--- config.mk ---
export PLATFORM = sky130hd
export DESIGN_NAME = spwm3_gen
export DESIGN_NICKNAME = d
export VERILOG_FILES = /design/src/rtl/spwm_pkg.sv /design/src/rtl/spwm_carrier.sv /design/src/rtl/spwm_phase_ref.sv /design/src/rtl/spwm_deadband.sv /design/src/rtl/spwm3_gen.sv
export SDC_FILE = /design/constraint.sdc
export NUM_CORES = 2
export LEC_CHECK = 0
export BUFFER_PORTS_ARGS = -buffer_cell sky130_fd_sc_hd__clkbuf_2
export CAP_MARGIN = 20
export CORE_AREA = 2 2 263 265
export CTS_BUF_LIST = sky130_fd_sc_hd__clkbuf_2
export DETAILED_ROUTE_END_ITERATION = 10
export DIE_AREA = 0 0 265 267
export PLACE_DENSITY = 0.78
export SYNTH_ARGS = -nofsm -noshare
export SYNTH_HDL_FRONTEND = slang
export SYNTH_SLANG_ARGS = --single-unit
export TNS_END_PERCENT = 30
--- constraint.sdc ---
create_clock -name clk -period 15.2 [get_ports clk]
set_input_delay 2.28 -clock clk [delete_from_list [all_inputs] [get_ports clk]]
set_output_delay 2.28 -clock clk [all_outputs]
set_load 0.03 [all_outputs]
--- src/rtl/spwm_pkg.sv ---
package spwm_pkg;
    localparam int NPH = 3;

    typedef enum logic {
        CAR_UP,
        CAR_DOWN
    } car_state_t;

    typedef enum logic [1:0] {
        DB_IDLE,
        DB_HIGH,
        DB_LOW,
        DB_GAP
    } db_state_t;
endpackage

--- src/rtl/spwm_carrier.sv ---
module spwm_carrier
    import spwm_pkg::*;
#(
    parameter int CAR_TOP = 4000,
    parameter int CNT_W   = 12
) (
    input  logic             clk,
    input  logic             rst_n,
    input  logic             run,
    output logic [CNT_W-1:0] cnt,
    output logic             bottom
);
    localparam logic [CNT_W-1:0] TOP_V = CNT_W'(CAR_TOP);
    localparam logic [CNT_W-1:0] ONE_V = CNT_W'(1);

    car_state_t state;

    // state register and count
    always_ff @(posedge clk or negedge rst_n) begin
        if (!rst_n) begin
            state <= CAR_UP;
            cnt   <= '0;
        end else if (!run) begin
            state <= CAR_UP;
            cnt   <= '0;
        end else begin
            unique case (state)
                CAR_UP: begin
                    cnt <= cnt + ONE_V;
                    if (cnt + ONE_V == TOP_V) state <= CAR_DOWN;
                end
                CAR_DOWN: begin
                    cnt <= cnt - ONE_V;
                    if (cnt == ONE_V) state <= CAR_UP;
                end
            endcase
        end
    end

    // outputs
    always_comb begin
        bottom = run && (cnt == '0);
    end
endmodule

--- src/rtl/spwm_phase_ref.sv ---
module spwm_phase_ref #(
    parameter int ACC_W   = 32,
    parameter int LUT_AW  = 8,
    parameter int SINE_W  = 12,
    parameter int AMP_W   = 12,
    parameter int CAR_TOP = 4000,
    parameter int CNT_W   = 12
) (
    input  logic             clk,
    input  logic             rst_n,
    input  logic             run,
    input  logic             load,
    input  logic [ACC_W-1:0] phase,
    input  logic [ACC_W-1:0] offset,
    input  logic [AMP_W-1:0] amplitude,
    output logic [CNT_W-1:0] cmp
);
    localparam int  LUT_D = 1 << LUT_AW;
    localparam real SMAX  = real'((1 << (SINE_W - 1)) - 1);
    localparam logic [CNT_W-1:0] HALF_V = CNT_W'(CAR_TOP / 2);
    localparam int  PW = SINE_W + AMP_W + 1;
    localparam int  MW = SINE_W + CNT_W + 2;

    logic signed [SINE_W-1:0] lut [LUT_D];

    generate
        for (genvar i = 0; i < LUT_D; i++) begin : g_lut
            localparam int V = $rtoi($sin(6.283185307179586 * real'(i) / real'(LUT_D)) * SMAX);
            assign lut[i] = SINE_W'(V);
        end
    endgenerate

    logic [ACC_W-1:0]         ph_sum;
    logic [LUT_AW-1:0]        idx;
    logic signed [SINE_W-1:0] sine;
    logic signed [PW-1:0]     prod;
    logic signed [PW-1:0]     prod_sh;
    logic signed [SINE_W:0]   scaled;
    logic signed [MW-1:0]     span;
    logic signed [MW-1:0]     span_sh;
    logic signed [CNT_W+1:0]  level;
    logic [CNT_W-1:0]         cmp_next;

    always_comb begin
        ph_sum   = phase + offset;
        idx      = ph_sum[ACC_W-1 -: LUT_AW];
        sine     = lut[idx];
        prod     = sine * $signed({1'b0, amplitude});
        prod_sh  = prod >>> AMP_W;
        scaled   = prod_sh[SINE_W:0];
        span     = scaled * $signed({1'b0, HALF_V});
        span_sh  = span >>> (SINE_W - 1);
        level    = $signed({2'b00, HALF_V}) + span_sh[CNT_W+1:0];
        cmp_next = (level < 0) ? '0 : level[CNT_W-1:0];
    end

    always_ff @(posedge clk or negedge rst_n) begin
        if (!rst_n)      cmp <= HALF_V;
        else if (!run)   cmp <= HALF_V;
        else if (load)   cmp <= cmp_next;
    end
endmodule

--- src/rtl/spwm_deadband.sv ---
module spwm_deadband
    import spwm_pkg::*;
#(
    parameter int DT_W = 8
) (
    input  logic            clk,
    input  logic            rst_n,
    input  logic            run,
    input  logic            want_hi,
    input  logic [DT_W-1:0] dead,
    output logic            gate_hi,
    output logic            gate_lo
);
    localparam logic [DT_W-1:0] ONE_D = DT_W'(1);

    db_state_t       state;
    logic [DT_W-1:0] gap_cnt;

    // state register
    always_ff @(posedge clk or negedge rst_n) begin
        if (!rst_n) begin
            state   <= DB_IDLE;
            gap_cnt <= '0;
        end else if (!run) begin
            state   <= DB_IDLE;
            gap_cnt <= '0;
        end else begin
            unique case (state)
                DB_IDLE: begin
                    if (dead == '0) begin
                        state <= want_hi ? DB_HIGH : DB_LOW;
                    end else begin
                        state   <= DB_GAP;
                        gap_cnt <= dead - ONE_D;
                    end
                end
                DB_HIGH: begin
                    if (!want_hi) begin
                        if (dead == '0) begin
                            state <= DB_LOW;
                        end else begin
                            state   <= DB_GAP;
                            gap_cnt <= dead - ONE_D;
                        end
                    end
                end
                DB_LOW: begin
                    if (want_hi) begin
                        if (dead == '0) begin
                            state <= DB_HIGH;
                        end else begin
                            state   <= DB_GAP;
                            gap_cnt <= dead - ONE_D;
                        end
                    end
                end
                DB_GAP: begin
                    if (gap_cnt == '0) state <= want_hi ? DB_HIGH : DB_LOW;
                    else               gap_cnt <= gap_cnt - ONE_D;
                end
            endcase
        end
    end

    // outputs
    always_comb begin
        gate_hi = 1'b0;
        gate_lo = 1'b0;
        unique case (state)
            DB_HIGH: gate_hi = 1'b1;
            DB_LOW:  gate_lo = 1'b1;
            DB_IDLE, DB_GAP: ;
        endcase
    end
endmodule

--- src/rtl/spwm3_gen.sv ---
module spwm3_gen
    import spwm_pkg::*;
#(
    parameter int ACC_W   = 32,
    parameter int LUT_AW  = 8,
    parameter int SINE_W  = 12,
    parameter int AMP_W   = 12,
    parameter int DT_W    = 8,
    parameter int CAR_TOP = 4000
) (
    input  logic             clk,
    input  logic             rst_n,
    input  logic             enable,
    input  logic [ACC_W-1:0] tune_word,
    input  logic [AMP_W-1:0] amplitude,
    input  logic             reverse,
    input  logic [DT_W-1:0]  dead_cycles,
    output logic [NPH-1:0]   gate_hi,
    output logic [NPH-1:0]   gate_lo
);
    localparam int CNT_W = $clog2(CAR_TOP + 1);
    localparam logic [ACC_W-1:0] OFS1 = ACC_W'({1'b1, {ACC_W{1'b0}}} / 3);
    localparam logic [ACC_W-1:0] OFS2 = OFS1 + OFS1;

    logic [CNT_W-1:0]            car_cnt;
    logic                        car_bottom;
    logic [ACC_W-1:0]            acc;
    logic [NPH-1:0][CNT_W-1:0]   cmp_q;
    logic [NPH-1:0][ACC_W-1:0]   ofs;
    logic [NPH-1:0]              want_hi;

    spwm_carrier #(
        .CAR_TOP (CAR_TOP),
        .CNT_W   (CNT_W)
    ) u_carrier (
        .clk    (clk),
        .rst_n  (rst_n),
        .run    (enable),
        .cnt    (car_cnt),
        .bottom (car_bottom)
    );

    always_ff @(posedge clk or negedge rst_n) begin
        if (!rst_n)          acc <= '0;
        else if (!enable)    acc <= '0;
        else if (car_bottom) acc <= acc + tune_word;
    end

    always_comb begin
        ofs[0] = '0;
        ofs[1] = reverse ? OFS2 : OFS1;
        ofs[2] = reverse ? OFS1 : OFS2;
    end

    generate
        for (genvar p = 0; p < NPH; p++) begin : g_phase
            spwm_phase_ref #(
                .ACC_W   (ACC_W),
                .LUT_AW  (LUT_AW),
                .SINE_W  (SINE_W),
                .AMP_W   (AMP_W),
                .CAR_TOP (CAR_TOP),
                .CNT_W   (CNT_W)
            ) u_ref (
                .clk       (clk),
                .rst_n     (rst_n),
                .run       (enable),
                .load      (car_bottom),
                .phase     (acc),
                .offset    (ofs[p]),
                .amplitude (amplitude),
                .cmp       (cmp_q[p])
            );

            assign want_hi[p] = car_cnt < cmp_q[p];

            spwm_deadband #(
                .DT_W (DT_W)
            ) u_db (
                .clk     (clk),
                .rst_n   (rst_n),
                .run     (enable),
                .want_hi (want_hi[p]),
                .dead    (dead_cycles),
                .gate_hi (gate_hi[p]),
                .gate_lo (gate_lo[p])
            );
        end
    endgenerate
endmodule

==> run summary <==
ANT nets after route - 0
Routed len/inst - 23.4 um
Worst path bufs/invs - 17
Detailed router's first-iteration violation count - 5641
Max cap viols - 0
Yosys top cell area share - 20.6%
Post-synth EDFFs - 0
Clk sinks - 111
Fin. Hold Viols - 0
Pre-CTS setup slack - -1630 ps
Status - finished with violations
Worst Path Arrival - 16630 ps
Worst-margin pin slew - 1030 ps
DRC Markers - 0
Final Setup Violations - 24
Crit path capture type - register
RSZ-0062 raised after global routing - true
Synth Flop Type - dfrtp_1
Worst reg-to-reg setup slack - 230 ps
H-tree levels - 3
First drt pass iteration count - 7
Met3 Usage GRT - 8.35%
Failing checks - negative setup slack
Total GRT Usage - 44.1%
CP startpoint kind - primary input
CP Class - primary input to register
Die width - 265 um
HP Class - register to register
Critical-path top delay cell - fa_1
Largest net degree at the start of global routing - 95
Post-synth ARST share - 100%
Relative slew slack - 31.1%
Period utilization - 105%
Netlist cell types - 97
Final Wtd Congestion - 1.11
Core area - 68000 um^2
Most common cell in the netlist - inv_1
GR Util met2 - 73.1%
Vias in the first global route - 45100
Synth area leaders - fa_1 21%, ha_1 16%, inv_1 6.4%, dfrtp_1 5.7%, nand2_1 5.4%
# IOs - 62
Starting density of the core - 59.6%
Site row count - 96
Area grow syn2layout - 27.0%
Largest delay share family, worst path - adder cells
Clock skew - 80.4 ps
CTS Buf Count - 9
Total Nets Final - 7106
DP HPWL - 121000 um
Port Buffer Count - 61
Syn Area/Cell - 7.61 um^2
Synth Cell Area - 40500 um^2
Register area share after synthesis - 6.91%
Routed vias/inst - 6.52
Cell count after synthesis - 5324
CP max stage delay - 580 ps
Initial antenna violation count - 3
Final setup margin - -816 ps
Grt met1 use - 52.7%
Final min period - 16020 ps
Post-Route WL - 164000 um
Fin. max-slew vios - 0
Clock transition at path regs - 300 ps
GR peak layer - met2
DR vias - 45600
CTS Buffer Depth - 2
Largest area contributor in the netlist - fa_1
CTS tree - done
Synthesized Nets - 6319
Area of the die - 70800 um^2
Yosys reg bits - 111
Fmax - 62.4 MHz
Layout cell share with drive strength beyond 1 - 25.5%
Root buf cell - clkbuf_2
Final global-route overflow total - 0
Worst skew pair latency - 750 ps
Worst-path fanout max - 7
Commonest cells in the netlist - 688 x inv_1, 588 x nand2_1, 523 x ha_1
Die Y - 267 um
Crit path required time - 15810 ps
First-pass GRT wire length - 247000 um
Total of warnings raised by yosys - 0
-- final timing paths --
path                       cells past startpoint                    start                          to
max                                           63                  reverse     g_phase[2].u_ref.cmp[4]
min reg2reg                                    2  g_phase[0].u_ref.cmp[3]     g_phase[0].u_ref.cmp[3]
min in group asynchronous                      1                    rst_n  g_phase[0].u_db.gap_cnt[1]
max reg2reg                                   47                  acc[24]     g_phase[0].u_ref.cmp[6]
min                                            2  g_phase[0].u_ref.cmp[3]     g_phase[0].u_ref.cmp[3]
max in group asynchronous                      2                    rst_n                     acc[26]
-- worst register-to-register path, delay by kind of cell (launching register included) --
| family | cells | cell delay (ps) |
|---|---|---|
| simple gates | 10 | 2350 |
| xor+xnor | 3 | 470 |
| flops | 1 | 460 |
| compound gates | 13 | 3580 |
| buf+inv | 7 | 990 |
| fa+ha+maj | 12 | 5760 |
| mux | 2 | 1210 |
-- kinds of logic after synthesis --
group           count (synthesis)  synth area share (%)
xor+xnor                      208                  4.53
mux                            25                 0.751
flops                         111                  6.91
fa+ha+maj                     941                  36.8
buf+inv                      1026                  9.68
simple gates                 1681                  19.5
compound gates               1332                  21.9
-- flip-flops by register name, summed over array words and instances (netlist names) --
| register | cells |
|---|---|
| g_phase.u_db.gap_cnt | 24 |
| u_carrier.state | 1 |
| g_phase.u_db.state | 6 |
| u_carrier.cnt | 12 |
| acc | 32 |
| g_phase.u_ref.cmp | 36 |
-- repair_timing --
action	4_1_cts	5_1_grt
endpoints found under the hold margin	0	0
pin swaps	83	185
setup endpoints to repair	24	36
hold buffers	0	0
gates cloned	4	0
gates resized for setup	145	298
buffers inserted	49	59
-- cell type report --
type / instances / area, um^2
tap: 882 / 1100
fill: 4656 / 16500
timing repair buffer: 1107 / 8680
multi-input combinational: 4187 / 36100
clock inverter: 7 / 87.6
antenna: 3 / 7.51
sequential: 111 / 2810
inverter: 695 / 2640
clock buffer: 9 / 45.0
-- stage by stage --
stage | setup TNS (ps) | utilization, % | area (um^2) | std cells | hold WS [ps]
2_1_floorplan | -19110 | - | 41200 | 5324 | 449
3_3_place_gp | -29500 | 71.3 | 48500 | 6873 | 466
3_5_place_dp | -34540 | 71.3 | 48500 | 6873 | 471
4_1_cts | -3690 | 73.2 | 49800 | 6942 | 527
5_1_grt | -25210 | 75.7 | 51500 | 7000 | 551
6_report | -13390 | 75.7 | 51500 | 7001 | 541
-- layer usage --
layer	wire length, um	part of all wire [%]	vias up
li1	-	-	19800
met1	58700	36	21600
met2	74900	46	3214
met3	16100	9.8	986
met4	14000	8.6	0
met5	0	0	-
-- cell usage in the layout, fill, tap and decap left out, drive strengths merged, types with 65 or more instances in the layout --
cell type	synthesis	layout
dfrtp	93	93
o21ai	295	295
xor2	90	90
nand3	119	119
xnor2	118	118
buf	83	1047
nand2	589	589
o211ai	70	70
and2	167	167
inv	689	691
nor3	133	133
a31oi	75	75
nor2	388	388
clkbuf	248	69
a21oi	323	323
a21o	65	65
fa	416	416
ha	523	523
Power is left out: the tool's default activity adds up to more than one toggle a clock period on the data nets, which glitch-free logic cannot reach.
